--- src/rtl/idle_coord_pkg.sv ---
package idle_coord_pkg;

    localparam int unsigned REQ_W = 2;
    localparam int unsigned CS_W  = 3;
    localparam int unsigned PK_W  = 2;

    typedef enum logic [REQ_W-1:0] {TREQ_C0 = 2'd0, TREQ_C1 = 2'd1, TREQ_C3 = 2'd2, TREQ_C6 = 2'd3} treq_e;

    typedef enum logic [CS_W-1:0] {
        CS_C0 = 3'd0, CS_C1 = 3'd1, CS_C1E = 3'd2, CS_C3 = 3'd3, CS_C6 = 3'd4
    } cstate_e;

    typedef enum logic [PK_W-1:0] {PK_C0 = 2'd0, PK_C3 = 2'd1, PK_C6 = 2'd2} pstate_e;

    typedef enum logic [1:0] {SQ_RUN, SQ_SAVE, SQ_OFF, SQ_WAKE} seq_e;

    function automatic cstate_e treq_to_cs(logic [REQ_W-1:0] r);
        case (r)
            2'd0:    return CS_C0;
            2'd1:    return CS_C1;
            2'd2:    return CS_C3;
            default: return CS_C6;
        endcase
    endfunction

endpackage

--- src/rtl/thread_resolve.sv ---
module thread_resolve
    import idle_coord_pkg::*;
#(
    parameter int unsigned THREADS = 2
) (
    input  logic [THREADS*REQ_W-1:0] req_i,
    input  logic                     brk_i,
    output cstate_e                  raw_o
);
    logic [REQ_W-1:0] shallow;

    always_comb begin
        shallow = req_i[REQ_W-1:0];
        for (int t = 1; t < THREADS; t++) begin
            if (req_i[t*REQ_W +: REQ_W] < shallow)
                shallow = req_i[t*REQ_W +: REQ_W];
        end
        raw_o = brk_i ? CS_C0 : treq_to_cs(shallow);
    end
endmodule

--- src/rtl/core_seq.sv ---
module core_seq
    import idle_coord_pkg::*;
(
    input  logic    clk,
    input  logic    rst,
    input  cstate_e tgt_i,
    input  logic    brk_i,
    input  logic    save_done_i,
    output cstate_e cs_o,
    output logic    save_req_o,
    output logic    pwr_off_o,
    output logic    fwd_o
);
    seq_e st;
    logic pend;

    always_ff @(posedge clk) begin
        if (rst) begin
            st    <= SQ_RUN;
            cs_o  <= CS_C0;
            fwd_o <= 1'b0;
            pend  <= 1'b0;
        end else begin
            fwd_o <= 1'b0;
            case (st)
                SQ_RUN: begin
                    if (tgt_i == CS_C6) begin
                        st   <= SQ_SAVE;
                        cs_o <= CS_C3;
                    end else begin
                        cs_o  <= tgt_i;
                        fwd_o <= brk_i;
                    end
                end
                SQ_SAVE: begin
                    if (tgt_i != CS_C6) begin
                        st    <= SQ_RUN;
                        cs_o  <= tgt_i;
                        fwd_o <= brk_i;
                    end else if (save_done_i) begin
                        st   <= SQ_OFF;
                        cs_o <= CS_C6;
                    end
                end
                SQ_OFF: begin
                    if (tgt_i != CS_C6) begin
                        st   <= SQ_WAKE;
                        cs_o <= CS_C0;
                        pend <= brk_i;
                    end
                end
                default: begin
                    st    <= SQ_RUN;
                    cs_o  <= CS_C0;
                    fwd_o <= pend | brk_i;
                    pend  <= 1'b0;
                end
            endcase
        end
    end

    assign save_req_o = (st == SQ_SAVE);
    assign pwr_off_o  = (st == SQ_OFF);
endmodule

--- src/rtl/pkg_arbiter.sv ---
module pkg_arbiter
    import idle_coord_pkg::*;
#(
    parameter int unsigned N_CORES = 2
) (
    input  logic                    clk,
    input  logic                    rst,
    input  logic [N_CORES*CS_W-1:0] cs_i,
    input  logic                    grant_i,
    input  logic [N_CORES-1:0]      brk_i,
    output pstate_e                 pk_o
);
    pstate_e nxt;
    logic any_shallow;
    logic all_c6;

    always_comb begin
        any_shallow = 1'b0;
        all_c6      = 1'b1;
        for (int k = 0; k < N_CORES; k++) begin
            if (cs_i[k*CS_W +: CS_W] < CS_C3) any_shallow = 1'b1;
            if (cs_i[k*CS_W +: CS_W] != CS_C6) all_c6 = 1'b0;
        end
        if (!grant_i || (|brk_i) || any_shallow) nxt = PK_C0;
        else if (all_c6)                         nxt = PK_C6;
        else                                     nxt = PK_C3;
    end

    always_ff @(posedge clk) begin
        if (rst) pk_o <= PK_C0;
        else     pk_o <= nxt;
    end
endmodule

--- src/rtl/idle_coord.sv ---
module idle_coord
    import idle_coord_pkg::*;
#(
    parameter int unsigned N_CORES = 2,
    parameter int unsigned THREADS = 2,
    localparam int unsigned REQ_BITS = N_CORES * THREADS * REQ_W
) (
    input  logic                    clk,
    input  logic                    rst,
    input  logic [REQ_BITS-1:0]     thr_req_i,
    input  logic                    c1e_en_i,
    input  logic                    plat_grant_i,
    input  logic [N_CORES-1:0]      brk_i,
    input  logic [N_CORES-1:0]      save_done_i,
    output logic [N_CORES*CS_W-1:0] core_state_o,
    output logic [PK_W-1:0]         pkg_state_o,
    output logic [N_CORES-1:0]      save_req_o,
    output logic [N_CORES-1:0]      pwr_off_o,
    output logic [N_CORES-1:0]      evt_fwd_o,
    output logic                    vr_deep_o
);
    cstate_e raw [N_CORES];
    cstate_e tgt [N_CORES];
    cstate_e cs  [N_CORES];
    logic    all_ge1;
    pstate_e pk;

    always_comb begin
        all_ge1 = 1'b1;
        for (int k = 0; k < N_CORES; k++)
            if (raw[k] == CS_C0) all_ge1 = 1'b0;
    end

    for (genvar k = 0; k < N_CORES; k++) begin : g_core
        thread_resolve #(.THREADS(THREADS)) u_res (
            .req_i (thr_req_i[k*THREADS*REQ_W +: THREADS*REQ_W]),
            .brk_i (brk_i[k]),
            .raw_o (raw[k])
        );

        assign tgt[k] = (raw[k] == CS_C1 && c1e_en_i && all_ge1) ? CS_C1E : raw[k];

        core_seq u_seq (
            .clk         (clk),
            .rst         (rst),
            .tgt_i       (tgt[k]),
            .brk_i       (brk_i[k]),
            .save_done_i (save_done_i[k]),
            .cs_o        (cs[k]),
            .save_req_o  (save_req_o[k]),
            .pwr_off_o   (pwr_off_o[k]),
            .fwd_o       (evt_fwd_o[k])
        );

        assign core_state_o[k*CS_W +: CS_W] = cs[k];
    end

    pkg_arbiter #(.N_CORES(N_CORES)) u_pkg (
        .clk     (clk),
        .rst     (rst),
        .cs_i    (core_state_o),
        .grant_i (plat_grant_i),
        .brk_i   (brk_i),
        .pk_o    (pk)
    );

    assign pkg_state_o = pk;
    assign vr_deep_o   = (pk == PK_C6);
endmodule

--- config.mk ---
export PLATFORM = sky130hd
export DESIGN_NAME = idle_coord
export DESIGN_NICKNAME = d
export VERILOG_FILES = /design/src/rtl/idle_coord_pkg.sv /design/src/rtl/thread_resolve.sv /design/src/rtl/core_seq.sv /design/src/rtl/pkg_arbiter.sv /design/src/rtl/idle_coord.sv
export SDC_FILE = /design/constraint.sdc
export NUM_CORES = 1
export LEC_CHECK = 0
export BUFFER_PORTS_ARGS = -buffer_cell sky130_fd_sc_hd__buf_2
export CAP_MARGIN = 15
export CORE_ASPECT_RATIO = 0.9
export CORE_MARGIN = 3
export CORE_UTILIZATION = 54
export DETAILED_ROUTE_END_ITERATION = 16
export PLACE_DENSITY = 0.94
export SYNTH_ARGS = -nofsm -noshare
export SYNTH_HDL_FRONTEND = slang
export SYNTH_HIERARCHICAL = 1
export SYNTH_SLANG_ARGS = --single-unit
export TNS_END_PERCENT = 10
--- constraint.sdc ---
create_clock -name clk -period 6.1 [get_ports clk]
set_input_delay 0.61 -clock clk [delete_from_list [all_inputs] [get_ports clk]]
set_output_delay 0.61 -clock clk [all_outputs]
set_load 0.02 [all_outputs]
==> results of run 1 <==
## path summary, 6_finish.rpt
path / end / slack (ps) / depth (start not counted)
worst max register to register: g_core[1].u_seq/cs_o[0] / 4700 / 3
worst min-delay path: g_core[1].u_seq/pend / 510 / 2
worst min register to register: g_core[1].u_seq/pend / 510 / 2
worst max-delay path: g_core[0].u_seq/cs_o[0] / 3100 / 11
## final cells by class
class                           instances  area [um^2]
Clock buffer                            4         36.3
Multi-Input combinational cell         91          694
Tap cell                               24         30.0
Timing Repair Buffer                   30          150
Sequential cell                        16          320
Inverter                               10         37.5
Fill cell                             139          536
## worst min-delay path, delay by kind of cell (launching register included)
family           cells  cell delay, ps
AO/OA/AOI/OAI        1              70
flip-flops           1             330
AND/OR/NAND/NOR      1              70
## cell families after synthesis
kind of cell             Yosys count
adder cells (fa/ha/maj)            8
flip-flops                        16
buffers and inverters             18
AND/OR/NAND/NOR                   50
AO/OA/AOI/OAI                     33
## stage by stage
step	total power (W)	util (%)	hold WS, ps
2_1_floorplan	0.000142	-	473
3_3_place_gp	0.000154	68.3	486
6_report	0.000223	70.3	512
5_1_grt	0.000233	70.3	552
4_1_cts	0.000224	70.3	516
3_5_place_dp	0.000157	68.3	500
## layout by cell type, fill, tap and decap left out, types with 3 or more instances in the layout
master    Yosys  final
nor2b_1       9      9
clkbuf_4      0      3
dfxtp_1      16     16
a21oi_1       6      6
o21ai_0       4      4
o32a_1        4      4
or4b_1        3      3
nor3b_1       6      6
inv_1        10     10
ha_1          8      8
buf_2         0     30
nor4_1        4      4
nand3b_1      6      6
a31oi_1       6      6
nor2_1        7      7
## cell usage after synthesis, drive strengths merged
master	count
a21oi	7
a211oi	2
nor4bb	1
nand4b	2
nor4	4
or4b	3
dfxtp	16
ha	8
a31oi	6
nor2b	9
nand2b	2
or3	3
o211ai	2
o21ai	4
o22a	2
and3	2
buf	4
dlygate4sd3	1
inv	10
nand3b	6
nor3b	6
or3b	2
o22ai	2
clkbuf	3
a311o	2
nor2	9
o32a	4
nor4b	1
a41o	2
## power breakdown
| group | internal, W | leakage, nW | switching, W |
|---|---|---|---|
| Combinational | 0.0000185 | 0.412 | 0.0000252 |
| Sequential | 0.000107 | 0.130 | 0.00000361 |
| Clock | 0.0000363 | 0.0210 | 0.0000323 |
## metal layers
| layer | wire, um | up-vias |
|---|---|---|
| li1 | - | 525 |
| met3 | 213 | 8 |
| met4 | 42 | 0 |
| met2 | 1150 | 54 |
| met1 | 1040 | 491 |
| met5 | 0 | - |
## sequential cells by signal (all words and copies together), names as in the netlist
register and cells:
g_core.u_seq/pend 2, g_core.u_seq/cs_o 6, g_core.u_seq/fwd_o 2, g_core.u_seq/st 4, u_pkg/pk_o 2
==> summary by stage, run 1 <==
Outcome
The flow ran to the end, and the final reports show no timing, DRC or antenna violations.

Routing
After detailed routing, the number of vias per cell comes to 6.16. Before antenna repair, the detailed router went through 6 iterations. The remaining number of nets flagged by the antenna check after routing is 0. The violation count after the first detailed-route iteration is 57.

The total DRC errors in the routed layout is 0. In the final routed layout, each cell accounts on average for ~14 um. The detailed router placed 1078 vias in this run.

After detailed routing, the total wire length is 2450 um.

Global routing
The pin count of the biggest net entering global routing is 22. The global-route met3 utilization is 3.36%. The overall routing resource usage is 20.4%. The global-route wire length before repair is 4090 um. For this run the aggregate overflow at the end of global routing stands at 0. The met2 usage is a little under a third. The initial antenna violation count is 0. Global routing used a little over a quarter of the available met1 tracks.

The number of global-route vias before repair was 905. met2 is the most crowded layer.

Logic synthesis
The largest total area in the synthesized netlist belongs to dfxtp_1. Counting flops and latches in the post-synthesis netlist gives 16. Of the post-synthesis cell area, the dominant cell type holds between 20 and 30%.

The synthesized netlist devotes around a third of its cell area to simple gates. The Yosys step of the flow raised 6 warnings. The cell count after synthesis came out at around 130. Summing the sequential cell areas from Yosys gives roughly 29% of the chip area.

The adder-cell share of the synthesized area is 9.07%. Ranked by total cell area, the synthesized netlist is headed by dfxtp_1 (29%), ha_1 (9.1%), nor2b_1 (5.1%), nand3b_1 (4.1%), nor3b_1 (4.1%). The mux contribution to synthesized area is 0%. When the netlist entered floorplanning its net count stood at about 150. By area, the combinational part of the netlist is dominated by simple AND/OR/NAND/NOR gates. The compound-cell area share of the yosys netlist is a little over a fifth. Summing every instance area after synthesis gives between 1000 and 1500 um^2. A synthesized cell averages 8.83 um^2. The synthesized netlist devotes 0% of its cell area to XOR and XNOR gates. The number of distinct library cell variants in the gate-level netlist after synthesis is 33.

Clock tree
The post-CTS resize count is 0. The TritonCTS clock tree is yes. For the worst-skew pair, the clock arrives at the later sink with an insertion delay of roughly 280 ps. The H-tree depth is 1. Clock-pin slew was measured on the worst setup and hold paths at approximately 90 ps. After clock tree synthesis, the setup repair step added 0 buffers. The cts-stage hold buffer count is 0.

For this design, the sink count on the clock tree is 16. Clock tree synthesis inserted a total of 3 buffers. CTS placed an instance of clkbuf_4 at the clock tree root. No sink is reached through more buffers than the 2 on the longest clock path.

Worst setup path
For this run, the slowest stage of the critical path takes 490 ps. Of all nets on the critical path, the largest fanout is 7. The startpoint of the worst setup timing path is thr_req_i[5]. The critical path goes through buf_2 -> inv_1 -> ha_1 -> nor2_2 -> o22a_1 -> ha_1 -> nor2b_1 -> or3_1 -> a41o_1 -> or3b_1 -> o32a_1. The kind of capture point of the worst setup path is a register. The cell type of the slowest stage on the worst timing path is or3b_1. The arrival time at the worst endpoint is around 3200 ps. The number of buffer and inverter instances along the worst setup path is 2. At the worst endpoint, the required time is ~6300 ps. Grouping stages by cell kind, the critical path spends the most delay in simple AND/OR/NAND/NOR gates. In this design, the critical path's most frequently occurring cell is ha_1.

In this run the critical register-to-register path is launched from g_core[1].u_seq/st[1]. The critical path is of the in -> reg type. The startpoint type of the worst setup path is an input pin.

Power and ir drop
Power spread over the standard cell area amounts to between 150 and 200 nW/um^2. The worst vdd rail ir drop is roughly 0.11 mV. The leakage power total is 0.563 nW.

Floorplan
In this run the count of I/O pins placed on the die edge is 31. The number of placement rows is 14. The floorplan step set the die width to between 50 and 60 um. Measured along the y axis, the die boundary spans approximately 49 um. The placeable core area is 1800 um^2. The floorplan step defined a die boundary enclosing between 2000 and 3000 um^2. The starting utilization of the core area is a little over 60%.

STA
The clock period could shrink to between 3000 and 4000 ps. For the pin with the worst max-slew slack, the measured transition is ~500 ps. The share of the clock period used by the worst path after layout is just under 50%. The number of hold violations in the final report is 0. The final setup violation count is 0. The maximum achievable frequency is approximately 330 MHz. The clock tree skew after final layout is ~2.6 ps. Adding up every negative setup slack in the final design gives 0 ps. Setup slack closes at 3100 ps. Setup repair after global routing left no endpoint under its margin. The final-report max-slew violation count is 0. The worst pin sits at a relative slew slack of between 60% and 70%.

Finish
The layout overhead on the synthesized area is 15.0%. Once layout is done, the placed cells without fillers occupy roughly 1300 um^2. The count of nets after finishing is 176. The post-route netlist has ~26% of its cells at a drive strength greater than 1. The count of placed standard cells in the final layout, fillers left out is approximately 180. The number of diodes is 0.

Hold path
The worst hold path class is reg -> reg. The worst hold path begins at g_core[1].u_seq/pend.

Place
The final HPWL from detailed placement is between 1500 and 2000 um. After detailed placement, the design holds a cell count of around 170. After detailed placement, the total cell area comes to between 1000 and 1500 um^2.

The pre-CTS setup slack is between 2000 and 3000 ps. The weighted congestion at the end of routability-driven global placement is about 0.84. In this run the tool buffered the top-level ports with 30 buffer cells.

Flow run
The total of max-cap violations is 0.
Note: power is estimated with default switching activity, not from simulation.
==> inputs of run 2 (changes only) <==
- ABC_AREA: default -> 1
- CORE_UTILIZATION: 54 -> 52
- PLACE_DENSITY: 0.94 -> 0.91
- clock period: 6.1 -> 2.9 ns (I/O delays scaled with it)
==> run 2 against run 1 <==
Clock power up 120%. Core utilization down 0.35 points. Sequential power up 110%. Via count up 15%. First-iteration DRC count down 53%. Total power up 120%. Area after synthesis up 9.3%. Cell count up 44%. Worst setup slack worse by 2500 ps. Global-route usage down 2.7 points. Critical endpoint is now g_core[1].u_seq/cs_o[2]. Highest routed layer unchanged.
==> summary by stage, run 2 <==
Logic synthesis
The most area-hungry cell type in the Yosys netlist is dfxtp_1. The post-synthesis instance area was 1210 um^2 (+9.3%). The number of synthesized flops with an enable pin is 0 (unchanged). The warning count from the yosys run was 6 (unchanged). Yosys instantiated no cell more often than nand2_1. The sequential cell area fraction in the yosys report was 26.6% (-2.5 points).

By count the netlist is led by nand2_1 (50), nor2_1 (35), inv_1 (28). The share of async-settable or async-resettable flops after synthesis is 0% (unchanged). The number of distinct library cell variants in the gate-level netlist after synthesis is 19 (-42%). The post-synthesis average cell area was 6.25 um^2 (-29%). The number of standard cells after synthesis is 193 (+54%). For this run, the leading register cell type out of synthesis is dfxtp_1. The post-synth net total came to 217 (+46%). The count of state elements after synthesis came to 16 (unchanged).

In the post-synthesis netlist, the biggest area contributors are dfxtp_1 (27%), nand2_1 (16%), nor2_1 (11%), inv_1 (8.7%), ha_1 (8.3%). The share of the synthesized area in the top cell type is 26.6% (-2.5 points).

Worst setup path
The delay of the slowest cell on the worst path is 290 ps (-200 ps). The maximum fanout count along the critical path is 6 (-1). The worst reg2reg path startpoint is g_core[1].u_seq/st[1]. The worst reg-to-reg path cell count was 6 (+3).

The category of the most critical setup path is in -> reg. The kind of capture point of the worst setup path is a register. The startpoint type of the worst setup path is an input pin. The cell type of the slowest stage on the worst timing path is ha_1.

The worst reg-to-reg setup slack is 1760 ps (-2940 ps). The arrival time at the worst endpoint is 2440 ps (-740 ps). In this design, the largest share of critical-path delay is due to simple AND/OR/NAND/NOR gates. Walking the worst path, the cells encountered are buf_2 -> inv_1 -> ha_1 -> nor2_1 -> o21ai_0 -> ha_1 -> nor2_1 -> nand2_1 -> nor2_2 -> a21oi_1 -> nor2_4 -> nand2_2 -> a21oi_4 -> nand2_1 -> nand2_1 -> nor2_1. In this run the critical register-to-register path is captured at g_core[1].u_seq/cs_o[2].

The startpoint of the worst setup timing path is thr_req_i[5]. The required time of the worst setup path is 3090 ps (-3180 ps). The number of buffer and inverter instances along the worst setup path was 2 (unchanged).

Flow run
The total of max-cap violations is 0 (unchanged).

Floorplan
The area enclosed by the die boundary is 2930 um^2 (+12%). The starting utilization of the core area is 59.0% (-2.2 points). The overall die height is 51.7 um (+5.7%). The width of the chip is 56.8 um (+5.8%). The number of placement rows is 15 (+1). The placeable core area is 2050 um^2 (+13%). The number of top-level pins is 31 (unchanged).

Clock tree
The H-tree depth is 1 (unchanged). The number of buffers created by CTS is 3 (unchanged). The post-CTS setup-driven buffer insertion count is 0 (unchanged).

The TritonCTS clock tree is yes. The clock sink count was 16 (unchanged). The tree is rooted in a clkbuf_4. The register clock-pin slew on the reported worst setup and hold paths was 100 ps (about the same). The maximum buffer depth of the clock tree was 2 (unchanged). The post-CTS resize count is 0 (unchanged). The cts-stage hold buffer count was 0 (unchanged).

The clock latency reported for the late side of the worst-skew pair came to 280 ps (about the same).

STA
The transition time at the pin with the least slew margin was 327 ps (-170 ps). The maximum achievable frequency is about 440 MHz. The share of the clock period used by the worst path after layout is 77.8%. The number of hold violations in the final report is 0 (unchanged). The worst-case headroom to the max-slew limit is 78.2% (+11 points). The post-route minimum period is between 2000 and 2500 ps. The total negative slack for setup checks is 0 ps (unchanged). Setup repair after global routing left no endpoint under its margin. The final-report max-slew violation count came to 0 (unchanged). The clock tree skew after final layout is 1.34 ps (-1.23 ps). The final setup violation count was 0 (unchanged).

Global routing
The aggregate global routing overflow came to 0 (unchanged). The initial antenna violation count came to 0 (unchanged). The number of global-route vias before repair is 1068 (+18%).

The global-route wire length before repair is 4140 um (+1.2%). The pin count of the biggest net entering global routing is 10 (-55%). The overall routing resource usage is 17.7% (-2.7 points).

Power and ir drop
The total power is 0.000486 W (+120%). The leakage power total is 0.713 nW (+27%). The total power divided by cell area is 339 nW/um^2 (+93%).

The worst vdd rail ir drop came to 0.259 mV (+150%).

Routing
The remaining number of nets flagged by the antenna check after routing is 0 (unchanged). The total iterations of the first detailed-routing run was 4 (-2). The total DRC errors in the routed layout was 0 (unchanged).

The violation count after the first detailed-route iteration is 27 (-53%). The mean routed wirelength per cell came to 9.90 um (-29%). The sum of routed wire length over all layers is 2490 um (+1.9%). The total number of vias was 1243 (+15%). The vias per cell was 4.93 (-20%).

Finish
The library cells used most frequently in the layout, excluding fill and tap cells, are nand2_1 (50), nor2_1 (35), buf_2 (30). The number of diodes is 0 (unchanged). The register bank with the most flops is g_core.u_seq/cs_o. The proportion of layout cells with a drive suffix above 1 is 27.8% (+1.9 points). The largest registers in the layout are g_core.u_seq/cs_o x6, g_core.u_seq/st x4. Leaving out fill and tap cells, the most frequent cell in the layout is nand2_1. The flip-flop count of the largest register, all copies and words added is 6 (unchanged).

From synthesis to final layout, the design area changed by 18.7%. The total of fill cells in the finished design is 187 (+35%). The count of nets after finishing is 252 (+43%).

Hold path
The worst hold path class is in -> reg. The cell depth of the worst min-delay path is 3 (+1). The worst hold endpoint is g_core[0].u_seq/st[1]. In this run the most critical hold path is launched from save_done_i[0].

Place
The weighted congestion at the end of routability-driven global placement came to 0.853 (+2.0%). The number of port buffers is 30 (unchanged). The final HPWL from detailed placement is 2010 um (+8.6%).

Outcome
The run finished with clean final reports.
## run 2: cell count changes after synthesis, moves of 6 or more
cell	previous run	this run
a31oi_1	6	0
inv_1	10	28
inv_2	0	7
nand2_1	0	50
nand3_1	0	9
nand3b_1	6	0
nor2_1	7	35
nor2b_1	9	0
nor3b_1	6	0
## run 2: cell type report
cell class / instances / area, um^2 / share of cell area, %
flip-flops and latches: 16 / 320 / 22.4
repair buffers: 32 / 165 / 11.5
clock buffers: 4 / 36.3 / 2.53
multi-input cells: 139 / 743 / 51.9
well taps: 25 / 31.3 / 2.19
inverters: 36 / 135 / 9.44
## run 2: worst max path at each step
stage / to / cells past startpoint
final: g_core[1].u_seq/cs_o[2] / 16
after global routing: g_core[1].u_seq/cs_o[2] / 16
after CTS: g_core[1].u_seq/cs_o[2] / 16
after detailed placement: g_core[1].u_seq/cs_o[2] / 16
after global placement: g_core[0].u_seq/cs_o[0] / 16
after floorplan: g_core[1].u_seq/cs_o[2] / 15
## run 2: layer usage
metal / vias up / part of all wire (%) / GRT usage [%]
li1: 656 / - / -
met1: 538 / 44 / 19.8
met2: 45 / 48 / 33.1
met3: 4 / 7.3 / 4.96
met4: 0 / 1.0 / 4.63
met5: - / 0 / 0
## run 2: cell families (layout without fill, tap and decap cells)
family,after synthesis,after routing,share of synthesized area (%)
flops,16,16,26.6
simple gates,113,113,42.9
buf+inv,38,72,11.8
fa+ha+maj,8,8,8.30
compound gates,18,18,10.4
## run 2: stage by stage
| step | hold WS, ps | instance area [um^2] | setup slack, ps | std cells | util (%) |
|---|---|---|---|---|---|
| 2_1_floorplan | 352 | 1210 | 721 | 193 | - |
| 3_3_place_gp | 458 | 1400 | 477 | 248 | 68.2 |
| 3_5_place_dp | 462 | 1400 | 383 | 248 | 68.2 |
| 4_1_cts | 242 | 1430 | 649 | 252 | 70.0 |
| 5_1_grt | 245 | 1430 | 497 | 252 | 70.0 |
| 6_report | 247 | 1430 | 643 | 252 | 70.0 |
## run 2: power by group
part	total (W)	leakage [nW]	switching, W	internal [W]
Combinational	0.000108	0.563	0.0000677	0.0000400
Clock	0.000148	0.0210	0.0000713	0.0000764
Sequential	0.000230	0.130	0.00000495	0.000225
Total	0.000486	0.713	0.000144	0.000342
## run 2: worst reg2reg max path: cells and delay by family, from the launching register on
family	cells	cell delay, ps
flops	1	380
simple gates	4	310
compound gates	1	190
buf+inv	1	160
